==> src/rtl/sdac_pkg.sv <==
package sdac_pkg;
    parameter int ADDR_W = 3;
    parameter int CODE_W = 8;
    localparam int WORD_W = ADDR_W + CODE_W;
    localparam int NCH    = 1 << ADDR_W;
    localparam int CNT_W  = $clog2(WORD_W + 1);
    localparam logic [CODE_W-1:0] MIDCODE = CODE_W'(1 << (CODE_W - 1));

    typedef struct packed {
        logic              sclk_p;
        logic              csn_p;
        logic [WORD_W-1:0] win;
        logic [CNT_W-1:0]  cnt;
        logic              wr;
        logic [ADDR_W-1:0] addr;
        logic [CODE_W-1:0] code;
    } shift_st_t;
endpackage

==> src/rtl/sdac_sync.sv <==
module sdac_sync #(
    parameter int WIDTH  = 4,
    parameter int STAGES = 2,
    parameter logic [WIDTH-1:0] RST_VAL = '0
) (
    input  logic             clk,
    input  logic             rst_n,
    input  logic [WIDTH-1:0] din,
    output logic [WIDTH-1:0] dout
);
    logic [STAGES-1:0][WIDTH-1:0] stg_d, stg_q;

    always_comb begin
        stg_d[0] = din;
        for (int s = 1; s < STAGES; s++) stg_d[s] = stg_q[s-1];
    end

    always_ff @(posedge clk or negedge rst_n) begin
        if (!rst_n) begin
            for (int s = 0; s < STAGES; s++) stg_q[s] <= RST_VAL;
        end else begin
            stg_q <= stg_d;
        end
    end

    assign dout = stg_q[STAGES-1];
endmodule

==> src/rtl/sdac_shifter.sv <==
module sdac_shifter
    import sdac_pkg::*;
(
    input  logic              clk,
    input  logic              rst_n,
    input  logic              sclk_s,
    input  logic              csn_s,
    input  logic              sdi_s,
    output logic              wr_o,
    output logic [ADDR_W-1:0] addr_o,
    output logic [CODE_W-1:0] code_o
);
    shift_st_t st_d, st_q;
    logic sclk_rise, cs_fall, cs_rise;

    always_comb begin
        sclk_rise = sclk_s & ~st_q.sclk_p;
        cs_fall   = ~csn_s & st_q.csn_p;
        cs_rise   = csn_s & ~st_q.csn_p;
        st_d        = st_q;
        st_d.wr     = 1'b0;
        st_d.sclk_p = sclk_s;
        st_d.csn_p  = csn_s;
        if (cs_fall) begin
            st_d.cnt = '0;
        end else if (!csn_s && sclk_rise) begin
            st_d.win = {st_q.win[WORD_W-2:0], sdi_s};
            if (st_q.cnt != CNT_W'(WORD_W)) st_d.cnt = st_q.cnt + 1'b1;
        end
        if (cs_rise && st_q.cnt == CNT_W'(WORD_W)) begin
            st_d.wr   = 1'b1;
            st_d.addr = st_q.win[WORD_W-1 -: ADDR_W];
            st_d.code = st_q.win[CODE_W-1:0];
        end
    end

    always_ff @(posedge clk or negedge rst_n) begin
        if (!rst_n) begin
            st_q        <= '0;
            st_q.sclk_p <= 1'b1;
            st_q.csn_p  <= 1'b1;
        end else begin
            st_q <= st_d;
        end
    end

    assign wr_o   = st_q.wr;
    assign addr_o = st_q.addr;
    assign code_o = st_q.code;

    p_short_ignored_r5: assert property (@(posedge clk) disable iff (!rst_n)
        (cs_rise && st_q.cnt < CNT_W'(WORD_W)) |=> !wr_o);
    p_cnt_bound_r4: assert property (@(posedge clk) disable iff (!rst_n)
        st_q.cnt <= CNT_W'(WORD_W));
    p_single_pulse_r2: assert property (@(posedge clk) disable iff (!rst_n)
        wr_o |=> !wr_o);
    p_fall_clears_r3: assert property (@(posedge clk) disable iff (!rst_n)
        cs_fall |=> st_q.cnt == '0);
endmodule

==> src/rtl/sdac_regbank.sv <==
module sdac_regbank
    import sdac_pkg::*;
(
    input  logic                  clk,
    input  logic                  rst_n,
    input  logic                  wr_i,
    input  logic [ADDR_W-1:0]     addr_i,
    input  logic [CODE_W-1:0]     code_i,
    output logic [NCH*CODE_W-1:0] codes_o
);
    logic [NCH-1:0][CODE_W-1:0] codes_d, codes_q;

    always_comb begin
        codes_d = codes_q;
        if (wr_i) codes_d[addr_i] = code_i;
    end

    always_ff @(posedge clk or negedge rst_n) begin
        if (!rst_n) begin
            for (int i = 0; i < NCH; i++) codes_q[i] <= MIDCODE;
        end else begin
            codes_q <= codes_d;
        end
    end

    assign codes_o = codes_q;

    for (genvar g = 0; g < NCH; g++) begin : g_chk
        p_hold_r6: assert property (@(posedge clk) disable iff (!rst_n)
            !(wr_i && addr_i == ADDR_W'(g)) |=> $stable(codes_q[g]));
        p_reset_mid_r1: assert property (@(posedge clk) disable iff (!rst_n)
            $rose(rst_n) |-> codes_q[g] == MIDCODE);
    end
endmodule

==> src/rtl/serial_dac_bank.sv <==
module serial_dac_bank
    import sdac_pkg::*;
#(
    parameter int SYNC_STAGES = 2
) (
    input  logic                  clk,
    input  logic                  rst_n,
    input  logic                  cs_n,
    input  logic                  sclk,
    input  logic                  sdi,
    input  logic                  shdn,
    output logic [NCH*CODE_W-1:0] codes_o,
    output logic                  shdn_o
);
    localparam int NSYNC = 4;
    logic [NSYNC-1:0] raw, synced;
    logic              wr;
    logic [ADDR_W-1:0] addr;
    logic [CODE_W-1:0] code;

    assign raw = {shdn, sdi, cs_n, sclk};

    sdac_sync #(.WIDTH(NSYNC), .STAGES(SYNC_STAGES), .RST_VAL(4'b0011)) u_sync (
        .clk(clk), .rst_n(rst_n), .din(raw), .dout(synced)
    );

    sdac_shifter u_shift (
        .clk(clk), .rst_n(rst_n), .sclk_s(synced[0]), .csn_s(synced[1]),
        .sdi_s(synced[2]), .wr_o(wr), .addr_o(addr), .code_o(code)
    );

    sdac_regbank u_bank (
        .clk(clk), .rst_n(rst_n), .wr_i(wr), .addr_i(addr), .code_i(code),
        .codes_o(codes_o)
    );

    assign shdn_o = synced[3];

    p_shdn_codes_r7: assert property (@(posedge clk) disable iff (!rst_n)
        !wr |=> $stable(codes_o));
endmodule

==> config.mk <==
export PLATFORM = sky130hd
export DESIGN_NAME = serial_dac_bank
export DESIGN_NICKNAME = d
export VERILOG_FILES = /design/src/rtl/sdac_pkg.sv /design/src/rtl/sdac_sync.sv /design/src/rtl/sdac_shifter.sv /design/src/rtl/sdac_regbank.sv /design/src/rtl/serial_dac_bank.sv
export SDC_FILE = /design/constraint.sdc
export NUM_CORES = 1
export LEC_CHECK = 0
export BUFFER_PORTS_ARGS = -buffer_cell sky130_fd_sc_hd__buf_2
export CORE_AREA = 2 2 90 92
export CTS_BUF_LIST = sky130_fd_sc_hd__clkbuf_8
export DETAILED_ROUTE_END_ITERATION = 12
export DIE_AREA = 0 0 92 94
export GPL_ROUTABILITY_DRIVEN = 0
export PLACE_DENSITY = 0.82
export REMOVE_ABC_BUFFERS = 1
export SYNTH_ARGS = -nofsm -noshare
export SYNTH_HDL_FRONTEND = slang
export SYNTH_HIERARCHICAL = 1
export SYNTH_SLANG_ARGS = --single-unit
==> constraint.sdc <==
create_clock -name clk -period 1.5 [get_ports clk]
set_input_delay 0.3 -clock clk [delete_from_list [all_inputs] [get_ports clk]]
set_output_delay 0.3 -clock clk [all_outputs]
set_load 0.01 [all_outputs]
==> results of run 1 <==
-- flip-flops by register name (all words and copies together) (netlist names) --
name	cells
u_bank/codes_o	64
u_shift/st_q	17
u_shift/code_o	8
u_sync/dout	4
u_sync/stg_d	4
u_shift/addr_o	3
u_shift/wr_o	1
-- layer usage --
layer / GRT usage, % / share of wire [%]
met5: 0 / 0
met2: 31.4 / 52
met4: 4.85 / 0.89
met3: 4.25 / 3.6
met1: 23.7 / 43
-- repair_timing --
| item | in CTS | in global routing |
|---|---|---|
| endpoints found under the hold margin | 68 | 0 |
| setup endpoints to repair | 48 | 55 |
| gates cloned | 1 | 0 |
| pin swaps | 5 | 10 |
| setup buffers | 5 | 1 |
| resized for setup | 11 | 47 |
| hold buffers | 1 | 0 |
-- stage by stage --
stage | utilization [%] | cells | setup TNS [ns]
after global routing | 64.5 | 431 | -3.54
after detailed placement | 58.1 | 407 | -5.41
after CTS | 62.0 | 430 | -2.09
after floorplan | - | 216 | -15.02
after global placement | 58.1 | 407 | -3.72
final | 64.5 | 431 | -2.05
-- final cells by class --
type                            count  area (um2)
Fill cell                         572        2700
Sequential cell                   101        2550
Multi-Input combinational cell    115        1380
Timing Repair Buffer               96         636
Clock buffer                       11         151
Tap cell                          102         128
Clock inverter                      5        58.8
Inverter                            1        3.75
-- power breakdown --
part	internal (mW)	switching [mW]
Clock	0.862	0.899
Sequential	2.80	0.0581
Combinational	0.119	0.0930
-- kinds of logic after synthesis --
family / synth area share, %
mux: 25.0
compound gates: 1.16
flops: 65.6
buf+inv: 3.81
simple gates: 4.13
fa+ha+maj: 0.323
-- cell usage in the layout (no fill, tap or decap), types with 2 or more instances in the layout --
cell        synthesis  layout
mux2_2             84      56
dfstp_2            14      14
clkinvlp_4          0       2
and3b_2             0       3
buf_12              0       5
buf_2               7      69
dfrtp_2             0       4
clkbuf_8            0      11
dfrtp_1            87      83
nand4b_1            3       3
buf_6               1       6
nor4bb_4            0       3
a21oi_2             0       2
or3_1               2       2
mux2_4              0      30
buf_4              13      15
-- worst max-delay path, cell delays in order, from the launching register on --
cell and delay [ns]:
dfstp_2 0.54, or3b_4 0.41, buf_6 0.14, or4_4 0.41
a21oi_2 0.13
-- final timing paths --
check	slack [ns]	start	to	depth (start not counted)
worst min-delay path	0.03	sclk	u_sync/stg_d[4]	1
worst min register to register	0.35	u_sync/stg_d[6]	u_sync/dout[2]	0
min in group asynchronous	0.30	rst_n	u_sync/stg_d[6]	2
worst max-delay path	-0.18	u_sync/dout[0]	u_shift/st_q[14]	4
worst max register to register	-0.18	u_sync/dout[0]	u_shift/st_q[14]	4
max in group asynchronous	0.65	rst_n	u_sync/stg_d[4]	3
==> results.ini, run 1 <==
[status]
run_status = finished, violations left
violations = negative setup slack

[clocking]
htree_num_levels = 3
clock-sinks = 101
clock_path_buffers = 2
clk_pin_slew_worst_paths_ns = 0.09
clkLatencyLatePin_ns = 0.36
tritoncts.num_buffers = 9
clock-root-buffer = clkbuf_8
cts_tree = done

[floorplan]
die-height_um = 94
rows = 32
die_w_um = 92
fp.dieArea_um2 = 8650
placeableCoreArea_um2 = 7610
starting_density_of_the_core_pct = 51.0
io-pin-count = 71

[critical_path]
criticalPathCategory = flop to flop
setup.worst_path.start_class = flop
cp.arrival_ns = 1.97
worstPathMaxFanout = 4
critical_path.endpoint_type = flop
worst_ep_required_time_ns = 1.79

[global_routing]
grt-ovfl-total = 0
grt_pass1_vias = 2262
grt_first_pass_wirelength_mm = 12.0
antenna_found_initial = 0
global_route.usage.total_pct = 18.3
grt_start_max_net_pins = 40

[yosys]
gate_count_after_technology_mapping = 237
synth_area_leaders = dfrtp_1, mux2_2, dfstp_2
synth-async-reset-ratio_pct = 100
synth_most_common_cell = dfrtp_1
ys_seq_elements = 101
synth.lib_cells_used.distinct = 26
top_post_synthesis_cells_by_count = dfrtp_1, mux2_2, dfstp_2, buf_4, buf_2
synth_enable_flop_cells = 0
syn-cell-area_um2 = 3880
synthDominantCellAreaShare_pct = 56.1
yosysWarningCount = 6
ys_seq_area_share_pct = 65.6
synth_area_leader_cell = dfrtp_1
synth_flop_cell = dfrtp_1
synthesis.area_per_instance_um2 = 16.4

[timing]
max_freq_ghz = 0.595
period_share_pct = 112
hold-worst-slack_ns = 0.0343
maxSlewViolCount = 0
fin_crit_ns = 1.68
hold_violations = 0
setup_ws_ns = -0.180
timing.final.setup_violations = 27
slew-limit-headroom_pct = 71.4
max_slew.worst_pin.slew_ns = 0.429
rsz0062_at_grt = true
worst_clock_skew_ns = 0.0129

[route]
via_per_inst = 5.24
initial_drt_markers = 91
wl_mm = 7.88
avgRoutedWirePerCell_um = 18.3
via_count = 2257
drtAntennaViolNets = 0
count_of_tritonroute_iterations_in_the_first_routing_pass = 4
drc = 0

[placed_design]
place_hpwl_mm = 5.03
dpl_worst_slack_ns = -0.236
numPortBuffers = 70
dpl-instance-area_um2 = 4420

[power_and_ir_drop]
power_per_cell_area_nw_per_um2 = 984
vdd_drop_max_mv = 0.557
leakagePower_nw = 2.55
report.power.total_mw = 4.83

[finish]
final_net_count = 331
insertedDiodeCount = 0
flow.area_growth_from_synthesis_pct = 26.5
post_route_cells_drive_above_1_share_pct = 69.6
final_area_um2 = 4910

[hold_path]
hold_path_class = input port to flop

[job]
max-cap-violations = 0

Power figures use the tool's default switching activity.
==> run 2: changes to the inputs <==
- CTS_BUF_LIST: sky130_fd_sc_hd__clkbuf_8 -> sky130_fd_sc_hd__clkbuf_2
==> run 2 against run 1 <==
The flow still finishes with violations (negative setup slack). Design area fell by 1.1%. Sequential power barely moved. Critical path depth did not move. Via count rose by 0.44%. Flip-flop and latch count did not move. Worst hold slack improved by 0.059 ns. Core utilization fell by 0.71 points. Clock skew rose by 0.014 ns. Total power fell by 12%. Cell count rose by 0.70%.
==> results.ini, run 2 (synthesized netlist as in run 1, its figures left out) <==
[global_routing]
global_route.usage.total_pct = 18.4  ; was 18.3%
grt_first_pass_wirelength_mm = 12.0  ; about the same
grt-ovfl-total = 0  ; unchanged
grt_start_max_net_pins = 40  ; unchanged
grt_pass1_vias = 2266  ; was 2,262
antenna_found_initial = 0  ; unchanged

[route]
drc = 0  ; unchanged
via_count = 2267  ; was 2,257
initial_drt_markers = 135  ; was 91
avgRoutedWirePerCell_um = 18.0  ; was 18.3 um
drtAntennaViolNets = 0  ; unchanged
wl_mm = 7.80  ; was 7.88 mm
count_of_tritonroute_iterations_in_the_first_routing_pass = 4  ; unchanged
via_per_inst = 5.22  ; was 5.24

[critical_path]
criticalPathCategory = flop to flop  ; unchanged
critical_path.cell_chain = or3b_4 -> buf_6 -> or4_4 -> a21oi_2  ; unchanged
critical_path.max_stage_delay_ns = 0.59  ; was 0.54 ns
crit_family = simple AND/OR/NAND/NOR gates  ; unchanged
regToRegStartpoint = u_sync/dout[0]  ; unchanged
critical_path.endpoint_type = flop  ; unchanged
worst_ep_required_time_ns = 1.99  ; was 1.79 ns
worstPathMaxFanout = 4  ; unchanged
timing.critical_path.from = u_sync/dout[0]  ; unchanged
cp.arrival_ns = 2.22  ; was 1.97 ns
setup.worst_path.start_class = flop  ; unchanged
critical_path.n_buffers_inverters = 1  ; unchanged
cp_slowest_cell = dfstp_2  ; unchanged

[clocking]
htree_num_levels = 3  ; unchanged
tritoncts.num_buffers = 9  ; unchanged
clock-root-buffer = clkbuf_2  ; was clkbuf_8
cts_tree = done  ; unchanged
clk_pin_slew_worst_paths_ns = 0.26  ; was 0.09 ns
clock_path_buffers = 2  ; unchanged
clock-sinks = 101  ; unchanged
clkLatencyLatePin_ns = 0.53  ; was 0.36 ns

[finish]
final_net_count = 334  ; was 331
post_route_cells_drive_above_1_share_pct = 67.2  ; was 69.6%
final_area_um2 = 4850  ; was 4910 um2
insertedDiodeCount = 0  ; unchanged
largest_reg_flops = 64  ; unchanged
flow.area_growth_from_synthesis_pct = 25.2  ; was 26.5%
mostFrequentLayoutCell = dfrtp_1  ; unchanged
commonest_cells_after_routing_fill_and_taps_aside = dfrtp_1, buf_2, mux2_2  ; unchanged

[timing]
maxSlewViolCount = 0  ; unchanged
hold-worst-slack_ns = 0.0931  ; was 0.0343 ns
worst_clock_skew_ns = 0.0274  ; was 0.0129 ns
timing.final.setup_violations = 34  ; was 27
period_share_pct = 116  ; was 112%
max_freq_ghz = 0.577  ; was 0.595 GHz
rsz0062_at_grt = true  ; unchanged
fin_crit_ns = 1.73  ; was 1.68 ns
hold_violations = 0  ; unchanged
slew-limit-headroom_pct = 71.2  ; was 71.4%
max_slew.worst_pin.slew_ns = 0.432  ; was 0.429 ns
setup_ws_ns = -0.234  ; was -0.180 ns

[power_and_ir_drop]
report.power.total_mw = 4.26  ; was 4.83 mW
vdd_drop_max_mv = 0.487  ; was 0.557 mV
power_per_cell_area_nw_per_um2 = 877  ; was 984 nW/um2
leakagePower_nw = 2.51  ; was 2.55 nW

[floorplan]
starting_density_of_the_core_pct = 51.0  ; unchanged
io-pin-count = 71  ; unchanged
placeableCoreArea_um2 = 7610  ; unchanged
die-height_um = 94  ; unchanged
die_w_um = 92  ; unchanged
fp.dieArea_um2 = 8650  ; unchanged
rows = 32  ; unchanged

[status]
run_status = finished, violations left  ; unchanged
violations = negative setup slack  ; unchanged

[placed_design]
dpl_worst_slack_ns = -0.236  ; unchanged
dpl-instance-area_um2 = 4420  ; unchanged
numPortBuffers = 70  ; unchanged
place_hpwl_mm = 5.03  ; unchanged

[job]
max-cap-violations = 0  ; unchanged

[hold_path]
hold_path_class = input port to asynchronous set/reset pin  ; was input port to flop

-- run 2: path summary, 6_finish.rpt --
kind,endpoint,slack [ns],cells after the start
hold / removal,u_sync/stg_d[6],0.09,2
setup reg to reg,u_shift/st_q[14],-0.23,4
min in group clk,u_sync/stg_d[5],0.36,2
hold reg to reg,u_sync/dout[1],0.37,0
max in group asynchronous,u_shift/st_q[27],0.85,3
setup / recovery,u_shift/st_q[14],-0.23,4
-- run 2: per-layer routing --
layer,global-route usage [%],share of wire [%]
met2,31.5,53
met5,0,0
met4,6.72,1.2
met1,24.1,42
met3,2.81,4.0
-- run 2: final cells by class --
type / instances / area (um2)
Clock inverter: 7 / 66.3
Sequential cell: 101 / 2550
Clock buffer: 9 / 45.0
Timing Repair Buffer: 99 / 714
Tap cell: 102 / 128
Fill cell: 581 / 2750
Inverter: 1 / 3.75
Multi-Input combinational cell: 115 / 1350
-- run 2: repair_timing --
action                                  CTS  global route
endpoints found under the setup margin   65            66
buffers inserted                          5             0
cloned                                    1             0
hold buffers                              5             0
endpoints found under the hold margin    98             0
pin swaps                                 7             5
gates resized for setup                  24            33
-- run 2: metrics by stage --
stage | util, % | instances | TNS, ns
3_3_place_gp | 58.1 | 407 | -3.72
4_1_cts | 62.1 | 434 | -3.03
3_5_place_dp | 58.1 | 407 | -5.41
5_1_grt | 63.8 | 434 | -5.64
6_report | 63.8 | 434 | -3.20
2_1_floorplan | - | 216 | -15.02
-- run 2: power by group --
group | internal [mW] | switching (mW) | total [mW]
Sequential | 2.81 | 0.0511 | 2.86
Combinational | 0.0938 | 0.0888 | 0.183
Clock | 0.373 | 0.847 | 1.22
Total | 3.27 | 0.986 | 4.26
